**src/rtl/rank_addr_pkg.sv**
```systemverilog
// Shared constants and page-code helpers for the rank address decoder.
// Assumes 3-bit page codes packed one per 4-bit nibble.
package rank_addr_pkg;
    localparam int DEF_RANKS      = 4;
    localparam int DEF_BND_W      = 8;
    localparam int DEF_ADDR_W     = 33;
    localparam int DEF_UNIT_SHIFT = 25;
    localparam int DEF_ILV_BIT    = 6;
    localparam int CODE_W         = 3;
    localparam int NIB_W          = 4;

    typedef enum logic [CODE_W-1:0] {
        PAGE_NONE = 3'b000,
        PAGE_4K   = 3'b010,
        PAGE_8K   = 3'b011,
        PAGE_16K  = 3'b100
    } page_code_e;

    // True only for the three legal page sizes; reserved codes count as empty.
    function automatic logic code_populated(input logic [CODE_W-1:0] c);
        return (c == PAGE_4K) || (c == PAGE_8K) || (c == PAGE_16K);
    endfunction
endpackage

```
**src/rtl/rank_mode_detect.sv**
```systemverilog
// Decides whether the two channels are programmed identically (interleaved).
// Assumes page codes sit in the low 3 bits of each rank nibble; the top
// nibble bit is reserved and ignored.
module rank_mode_detect
    import rank_addr_pkg::*;
#(
    parameter int RANKS = DEF_RANKS,
    parameter int BND_W = DEF_BND_W
) (
    input  logic [RANKS*BND_W-1:0] bnd0,
    input  logic [RANKS*BND_W-1:0] bnd1,
    input  logic [RANKS*NIB_W-1:0] attr0,
    input  logic [RANKS*NIB_W-1:0] attr1,
    output logic                   interleaved
);
    logic [RANKS-1:0] code_eq;

    // Per-rank page code comparison.
    for (genvar r = 0; r < RANKS; r++) begin : g_code
        assign code_eq[r] = (attr0[r*NIB_W +: CODE_W] == attr1[r*NIB_W +: CODE_W]);
    end

    // Symmetric only if every boundary and every code matches.
    assign interleaved = (bnd0 == bnd1) && (&code_eq);

    logic unused_rsv;
    assign unused_rsv = ^{attr0, attr1};
endmodule

```
**src/rtl/rank_bound_search.sv**
```systemverilog
// Finds the lowest rank whose limit exceeds the address unit.
// Assumes limits are cumulative; an empty rank (equal limits) can never be
// the lowest match.
module rank_bound_search #(
    parameter int RANKS  = 4,
    parameter int CMP_W  = 10,
    parameter int UNIT_W = 8,
    localparam int RIDX_W = $clog2(RANKS)
) (
    input  logic [RANKS*CMP_W-1:0] limits,
    input  logic [UNIT_W-1:0]      unit,
    output logic                   hit,
    output logic [RIDX_W-1:0]      idx
);
    logic [RANKS-1:0] below;

    // One comparator per rank limit.
    for (genvar r = 0; r < RANKS; r++) begin : g_cmp
        assign below[r] = CMP_W'(unit) < limits[r*CMP_W +: CMP_W];
    end

    // Priority pick of the lowest qualifying rank.
    always_comb begin
        hit = |below;
        idx = '0;
        for (int r = RANKS - 1; r >= 0; r--) begin
            if (below[r]) idx = RIDX_W'(r);
        end
    end
endmodule

```
**src/rtl/rank_code_fetch.sv**
```systemverilog
// Returns whether the rank at a given index carries a legal page code.
// Assumes one nibble per rank, code in the nibble's low 3 bits.
module rank_code_fetch
    import rank_addr_pkg::*;
#(
    parameter int RANKS = DEF_RANKS,
    localparam int RIDX_W = $clog2(RANKS)
) (
    input  logic [RANKS*NIB_W-1:0] attr,
    input  logic [RIDX_W-1:0]      idx,
    output logic                   populated
);
    logic [CODE_W-1:0] code;

    // Select the indexed nibble and classify its code.
    always_comb begin
        code      = attr[idx*NIB_W +: CODE_W];
        populated = code_populated(code);
    end
endmodule

```
**src/rtl/rank_addr_decoder.sv**
```systemverilog
// Maps a physical address to channel and rank from cumulative per-channel
// rank boundaries and per-rank page codes. Chooses interleaved mapping when
// both channels match, stacked mapping otherwise. One register stage.
// Assumes an even rank count and a unit field narrower than CMP_W.
module rank_addr_decoder
    import rank_addr_pkg::*;
#(
    parameter int RANKS      = DEF_RANKS,
    parameter int BND_W      = DEF_BND_W,
    parameter int ADDR_W     = DEF_ADDR_W,
    parameter int UNIT_SHIFT = DEF_UNIT_SHIFT,
    parameter int ILV_BIT    = DEF_ILV_BIT,
    localparam int RIDX_W    = $clog2(RANKS)
) (
    input  logic                   clk,
    input  logic                   rst_n,
    input  logic [RANKS*BND_W-1:0] bnd_ch0,
    input  logic [RANKS*BND_W-1:0] bnd_ch1,
    input  logic [RANKS*NIB_W-1:0] attr_ch0,
    input  logic [RANKS*NIB_W-1:0] attr_ch1,
    input  logic                   req_valid,
    input  logic [ADDR_W-1:0]      req_addr,
    output logic                   rsp_valid,
    output logic [RIDX_W-1:0]      rsp_rank,
    output logic                   rsp_chan,
    output logic                   rsp_oor,
    output logic                   rsp_ilv
);
    localparam int UNIT_W = ADDR_W - UNIT_SHIFT;
    localparam int CMP_W  = BND_W + 2;

    logic                   ilv;
    logic [UNIT_W-1:0]      unit;
    logic [CMP_W-1:0]       ch0_total;
    logic [RANKS*CMP_W-1:0] lim_a, lim_b;
    logic                   hit_a, hit_b, pop_a, pop_b;
    logic [RIDX_W-1:0]      idx_a, idx_b;
    logic [RIDX_W-1:0]      nxt_rank;
    logic                   nxt_chan, nxt_oor;

    assign unit      = req_addr[ADDR_W-1:UNIT_SHIFT];
    assign ch0_total = CMP_W'(bnd_ch0[(RANKS-1)*BND_W +: BND_W]);

    rank_mode_detect #(.RANKS(RANKS), .BND_W(BND_W)) u_mode (
        .bnd0(bnd_ch0), .bnd1(bnd_ch1), .attr0(attr_ch0), .attr1(attr_ch1),
        .interleaved(ilv)
    );

    // Limits: bank A is channel 0 (doubled when interleaved), bank B is
    // channel 1 stacked above channel 0's total.
    for (genvar r = 0; r < RANKS; r++) begin : g_lim
        logic [CMP_W-1:0] raw0;
        assign raw0 = CMP_W'(bnd_ch0[r*BND_W +: BND_W]);
        assign lim_a[r*CMP_W +: CMP_W] = ilv ? (raw0 << 1) : raw0;
        assign lim_b[r*CMP_W +: CMP_W] = ch0_total + CMP_W'(bnd_ch1[r*BND_W +: BND_W]);
    end

    rank_bound_search #(.RANKS(RANKS), .CMP_W(CMP_W), .UNIT_W(UNIT_W)) u_search_a (
        .limits(lim_a), .unit(unit), .hit(hit_a), .idx(idx_a)
    );
    rank_bound_search #(.RANKS(RANKS), .CMP_W(CMP_W), .UNIT_W(UNIT_W)) u_search_b (
        .limits(lim_b), .unit(unit), .hit(hit_b), .idx(idx_b)
    );

    rank_code_fetch #(.RANKS(RANKS)) u_fetch_a (.attr(attr_ch0), .idx(idx_a), .populated(pop_a));
    rank_code_fetch #(.RANKS(RANKS)) u_fetch_b (.attr(attr_ch1), .idx(idx_b), .populated(pop_b));

    // Pick channel 0 span first, then stacked channel 1, else out of range.
    always_comb begin
        nxt_rank = '0;
        nxt_chan = 1'b0;
        nxt_oor  = 1'b1;
        if (hit_a) begin
            nxt_rank = idx_a;
            nxt_chan = ilv & req_addr[ILV_BIT];
            nxt_oor  = !pop_a;
        end else if (hit_b && !ilv) begin
            nxt_rank = idx_b;
            nxt_chan = 1'b1;
            nxt_oor  = !pop_b;
        end
        if (nxt_oor) nxt_rank = '0;
    end

    // Output register stage, captured only on a request.
    always_ff @(posedge clk) begin
        if (!rst_n) begin
            rsp_valid <= 1'b0;
            rsp_rank  <= '0;
            rsp_chan  <= 1'b0;
            rsp_oor   <= 1'b0;
            rsp_ilv   <= 1'b0;
        end else begin
            rsp_valid <= req_valid;
            if (req_valid) begin
                rsp_rank <= nxt_rank;
                rsp_chan <= nxt_chan;
                rsp_oor  <= nxt_oor;
                rsp_ilv  <= ilv;
            end
        end
    end

    logic unused_addr;
    assign unused_addr = ^req_addr;


    valid_follow_chk: assert property (@(posedge clk) disable iff (!rst_n)
        req_valid |=> rsp_valid);

    idle_follow_chk: assert property (@(posedge clk) disable iff (!rst_n)
        !req_valid |=> !rsp_valid);

    reset_clear_chk: assert property (@(posedge clk)
        !rst_n |=> (!rsp_valid && !rsp_oor && !rsp_ilv && rsp_rank == '0));

    oor_rank_zero_chk: assert property (@(posedge clk) disable iff (!rst_n)
        (rsp_valid && rsp_oor) |-> rsp_rank == '0);

    ilv_chan_chk: assert property (@(posedge clk) disable iff (!rst_n)
        (rsp_valid && rsp_ilv && !rsp_oor) |-> rsp_chan == $past(req_addr[ILV_BIT]));

    ilv_equal_chk: assert property (@(posedge clk) disable iff (!rst_n)
        (rsp_valid && rsp_ilv) |-> $past(bnd_ch0 == bnd_ch1));

    asym_ch0_chk: assert property (@(posedge clk) disable iff (!rst_n)
        (rsp_valid && !rsp_ilv && !rsp_oor && !rsp_chan) |->
        $past(CMP_W'(req_addr[ADDR_W-1:UNIT_SHIFT]) < CMP_W'(bnd_ch0[(RANKS-1)*BND_W +: BND_W])));
endmodule

```
**config.mk**
```make
export PLATFORM = sky130hd
export DESIGN_NAME = rank_addr_decoder
export DESIGN_NICKNAME = d
export VERILOG_FILES = /design/src/rtl/rank_addr_pkg.sv /design/src/rtl/rank_mode_detect.sv /design/src/rtl/rank_bound_search.sv /design/src/rtl/rank_code_fetch.sv /design/src/rtl/rank_addr_decoder.sv
export SDC_FILE = /design/constraint.sdc
export NUM_CORES = 1
export LEC_CHECK = 0
export BUFFER_PORTS_ARGS = -buffer_cell sky130_fd_sc_hd__buf_4
export CAP_MARGIN = 20
export CORE_MARGIN = 4
export CORE_UTILIZATION = 52
export DETAILED_ROUTE_END_ITERATION = 8
export PLACE_DENSITY = 0.84
export SYNTH_ARGS = -nofsm -noshare
export SYNTH_HDL_FRONTEND = slang
export SYNTH_SLANG_ARGS = --single-unit
```
**constraint.sdc**
```tcl
create_clock -name clk -period 6.3 [get_ports clk]
set_input_delay 0.945 -clock clk [delete_from_list [all_inputs] [get_ports clk]]
set_output_delay 0.945 -clock clk [all_outputs]
set_load 0.02 [all_outputs]
```
### Word level (Yosys, flattened, before mapping)

Index checks and enable logic that the tools add are counted.
Widths: inputs -> output; s select.

| operators by class | value |
|---|---|
| add/sub/neg operators | 4 |
| magnitude comparators | 8 |
| equality and inequality tests | 11 |
| shift-type cells | 2 |
| multiplexer cells | 19 |
| bitwise gates (word level) | 1 |
| reduce and logical (&&, ||, !) cells | 12 |

Operators with widths:

| kind | count |
|---|---|
| $lt 8x9->1 | 8 |
| $add 8x8->9 | 4 |
| $mux 9 | 4 |
| $eq 32x32->1 | 1 |
| $shiftx 16x5->3 | 2 |
| $mux 2 | 11 |
| $eq 3x2->1 const B | 4 |
| $eq 3x3->1 | 4 |
| $reduce_or 4->1 | 2 |
| $eq 3x3->1 const B | 2 |
| $logic_or 1x1->1 | 4 |
| $mux 1 | 4 |
| $reduce_and 4->1 | 1 |
| $logic_not 1->1 | 3 |
| $logic_and 1x1->1 | 2 |
| $and 1x1->1 | 1 |

| word-level totals | value |
|---|---|
| register bits after elaboration | 6 |
| logic and storage cells | 62 |

### Depth between registers and ports, before layout

| logic depth | value |
|---|---|
| word-level depth | 16 |
| gate-level depth with buffers | 19 |
| mapped depth without buffers | 19 |

### Cells and area by module

Synthesis repeated with hierarchy kept, for this count alone.

| unflattened totals | value |
|---|---|
| cell total of the unflattened synthesis | 515 |
| area, all modules | 4,100.2 um^2 |

By module, submodules not included:

| module | instances | cells each | area an instance (um^2) |
|---|---|---|---|
| rank_addr_decoder | 1 | 222 | 1,841.8 |
| rank_bound_search | 2 | 112 | 798.3 |
| rank_mode_detect | 1 | 59 | 481.7 |
| rank_code_fetch | 2 | 5 | 90.1 |

### Worst setup path before layout

Ideal clock, no wire load.

| timing path | value |
|---|---|
| path type | input to register |
| from | input port bnd_ch0[26] |
| to | register rsp_oor |
| library setup time | 117 ps |
| arrival | 4,685 ps |
| path slack | 1,498 ps |
| stages | 16 |
| path buffers | 2 |
| cell sequence | ha_1 > nor4_1 > and3_1 > nand3_1 > clkbuf_1 > buf_1 > mux2i_1 > ha_1 > a21o_1 > a21o_1 > a211oi_1 > o21ai_0 > o2bb2ai_1 > o31a_1 > o21ai_0 > a32o_1 |

| between the ends | value |
|---|---|
| longest elaborated chain between the ends | 14 |

Ends and longest elaborated chain:

| item | line | source |
|---|---|---|
| from (decl) | rank_addr_decoder.sv:17 | `input logic [RANKS*BND_W-1:0] bnd_ch0,` |
| branches (longest 13 deep; another with $add 8x8->9) | -- |  |
| $mux 1 * | rank_addr_decoder.sv:73 | `if (hit_a) begin` |
| to (signal assigned) | rank_addr_decoder.sv:98 | `rsp_oor <= nxt_oor;` |
| to (decl) | rank_addr_decoder.sv:26 | `output logic rsp_oor,` |

Mark *: on every way between the ends.
A chain may end at the register's enable or synchronous reset.

### Worst setup path in the final report

| timing path | value |
|---|---|
| from | input port bnd_ch0[25] |
| to | register rsp_rank[1] |

| between the ends | value |
|---|---|
| longest elaborated chain between the ends | 15 |

Ends and longest elaborated chain:

| item | line | source |
|---|---|---|
| branches (longest 14 deep; another with $add 8x8->9) | -- |  |
| $mux 2 * | rank_addr_decoder.sv:82 | `if (nxt_oor) nxt_rank = '0;` |
| to (signal assigned) | rank_addr_decoder.sv:96 | `rsp_rank <= nxt_rank;` |
| to (decl) | rank_addr_decoder.sv:24 | `output logic [RIDX_W-1:0] rsp_rank,` |

Marked as above.

==> metrics.md <==
| Metric | Value |
|---|---|
| Setup Viol. Count Final | 0 |
| Via density | 6.138 |
| Fmax | 193.5 MHz |
| CP max stage cell | a2111oi_2 |
| Area contributors post-synth | ha_1 (30%), xnor2_1 (11%), mux2i_1 (9.5%), a21o_1 (4.9%), a21oi_1 (4.8%) |
| Drt wl/cell | 18.33 um |
| CTS Buf Count | 3 |
| Status | finished, final reports clean |
| Drt first pass iters | 6 |
| Final ANT Viol Nets | 0 |
| Vias | 3904 |
| Die ar. | 8492 um2 |
| WL final | 11660 um |
| Simple-gate area share of the yosys netlist | 12.47% |
| Max_cap viols | 0 |
| XOR/XNOR Fraction of Synth Area | 13.80% |
| WS Path Type | input port to flop |
| Post-Layout Cell Count | 636 |
| RSZ-0062 raised after global routing | no |
| Initial antenna violation count | 0 |
| CTS HTree Levels | 1 |
| Setup crit end kind | flop |
| Layout cells sized above 1 | 22.41% |
| Worst slew pin tran | 0.7364 ns |
| Fraction of synthesized area in multiplexers | 9.888% |
| Final GP Congestion | 0.9724 |
| PD cells | 115.2 nW/um2 |
| Post-synth top area share | 29.90% |
| Multi-input gate area | 3473 um2 |
| Final net count | 766 |
| Clock Latency Late Sink | 0.22 ns |
| CTS tree | built |
| WP data arrival | 5.30 ns |
| Resize count post-CTS | 0 |
| Placed Cells incl. Taps | 633 |
| Largest net degree at the start of global routing | 26 |
| Clk_skew | 0 ns |
| Post-Synthesis Cell Area | 3682 um2 |
| Most common cell in the netlist | ha_1 |
| Adder-Cell Fraction of Synth Area | 32.08% |
| Post-DP HPWL | 9828 um |
| Ys flop type | dfxtp_1 |
| Die Height | 92.15 um |
| 1st-iter DRT viols | 286 |
| Pleak | 0.002420 uW |
| Post-synthesis async set-or-reset flop share | 0% |
| Compound-Gate Fraction of Synth Area | 25.96% |
| Combinational family with the most area after synthesis | adder cells |
| CTS Buffer Depth | 2 |
| CP required | 6.43 ns |
| Library cells used by synthesis | 55 |
| Initial core utilization | 53.90% |
| Number of global-route vias before repair | 3951 |
| Antenna cells | 0 |
| Root Driver | clkbuf_8 |
| Mapped Nets | 658 |
| Final min period | 5.169 ns |
| Cts hold-fix bufs | 0 |
| EDFF count, synth | 0 |
| PortBufs | 105 |
| Mapped Avg Cell Area | 8.485 um2 |
| Ports | 138 |
| Setup TNS | 0 ns |
| Cell count after synthesis | 434 |
| Row count | 30 |
| Core Box Area | 6832 um2 |
| Synth area leader | ha_1 |
| Crit Path Max Fanout | 9 |
| Post-synth top cells | ha_1 (88), xnor2_1 (45), a21oi_1 (35), mux2i_1 (35), a21o_1 (24) |
| Clock edge transition at the registers on the reported setup and hold paths | 0.04 ns |
| Drt drc | 0 |
| VDD IR-drop max | 61.40 uV |
| Fillers | 585 |
| Crit path top cell by count | a21oi_1 |
| Worst setup SP type | input port |
| Grt total ovfl | 0 |
| Design Power | 533.6 uW |
| Sequential area share after synthesis | 3.262% |
| Register area | 120.1 um2 |
| Final hold vios | 0 |
| Crit-path cells | buf_4, ha_1, a21o_1, a21oi_1, o21bai_1, a21oi_1, o21bai_1, a21oi_1, xor2_1, ha_1, and3_1, a221oi_1, o21ai_1, o211a_2, a211o_4, a2111oi_2, o22ai_1, mux2i_2, a21oi_2, o41ai_2 |
| Area Growth Syn to Fin | 25.82% |
| Die width | 92.15 um |
| Final Max Slew Viols | 0 |
| Hold WC Path Type | flop to flop |
| Post-CTS setup buffer count | 0 |
| Part of the cycle the worst path needs | 82.05% |
| Yosys warns | 0 |
| Global-route usage over all layers | 27.34% |
| Seq cells post-synth | 6 |
| CTS sink count | 6 |
| Slew headroom | 50.69% |
| First-pass GRT wire length | 18830 um |
| Slowest stage delay, CP | 0.44 ns |
-- sequential cells by signal, summed over array words and instances (netlist names) --
| signal | count |
|---|---|
| rsp_oor | 1 |
| rsp_valid | 1 |
| rsp_ilv | 1 |
| rsp_chan | 1 |
| rsp_rank | 2 |
-- layout make-up --
class,count,area share (%)
Inverter,22,1.782
Sequential cell,6,2.592
Multi-Input combinational cell,403,74.97
Timing Repair Buffer,106,17.18
Tap cell,96,2.592
Clock buffer,3,0.8912
-- critical path, delay by kind of cell --
kind | cells | cell delay (ns)
AO/OA/AOI/OAI | 14 | 2.98
XOR/XNOR | 1 | 0.17
adder cells (fa/ha/maj) | 2 | 0.61
buffers and inverters | 1 | 0.18
multiplexers | 1 | 0.24
AND/OR/NAND/NOR | 1 | 0.17
-- path summary, 6_finish.rpt --
path | slack, ns | to | cells after the start | startpoint
min reg2reg | 0.48 | rsp_rank[0]$_SDFFE_PN0P_ | 2 | rsp_rank[0]$_SDFFE_PN0P_
max | 1.13 | rsp_rank[1]$_SDFFE_PN0P_ | 20 | bnd_ch0[25]
min | 0.48 | rsp_rank[0]$_SDFFE_PN0P_ | 2 | rsp_rank[0]$_SDFFE_PN0P_
max reg2reg | 5.57 | rsp_oor$_SDFFE_PN0P_ | 2 | rsp_oor$_SDFFE_PN0P_
-- cell families (layout without fill, tap and decap cells) --
family | after synthesis | count (layout)
XOR/XNOR | 58 | 58
AND/OR/NAND/NOR | 80 | 80
adder cells (fa/ha/maj) | 92 | 92
flip-flops | 6 | 6
AO/OA/AOI/OAI | 137 | 137
buffers and inverters | 25 | 131
multiplexers | 36 | 36
-- metrics by stage --
stage | utilization, % | worst slack (ns) | instance area [um2] | hold slack, ns
3_5_place_dp | 67.22 | 0.9615 | 4592 | 0.4711
5_1_grt | 67.82 | 0.8720 | 4633 | 0.5251
4_1_cts | 67.82 | 1.194 | 4633 | 0.4820
6_report | 67.82 | 1.131 | 4633 | 0.4822
2_1_floorplan | - | 1.498 | 3682 | 0.5315
3_3_place_gp | 67.22 | 1.117 | 4592 | 0.4648
-- cell usage in the layout (no fill, tap or decap), types with 3 or more instances in the layout --
master and count:
nand3_1 5, nand2_1 14, a221oi_1 5, a31oi_1 3, a21oi_1 35, nor2_1 13, xor2_1 13, o211ai_1 3
o21bai_1 10, a211oi_1 5, nor3_1 5, nand4_1 12, o21ai_0 17, xnor2_1 45, o31ai_1 3, clkbuf_8 3
o21ai_1 7, nor4_1 5, inv_1 21, a21o_1 24, and3_1 4, a2111oi_0 6, nand2b_1 8, ha_1 88
dfxtp_1 6, fa_1 4, nor2b_1 3, buf_4 106, mux2i_1 35
-- layer usage --
metal	GRT usage [%]	routed length, um
met1	34.61	4696
met2	46.78	5613
met3	2.953	931
met4	11.51	418
met5	0	0
-- report_power, final --
part | total (uW) | switching [uW] | internal [uW]
Combinational | 434 | 232 | 201
Sequential | 41.0 | 0.927 | 40.1
Clock | 59.1 | 17.9 | 41.2
Note: power is estimated with default switching activity, not from simulation.
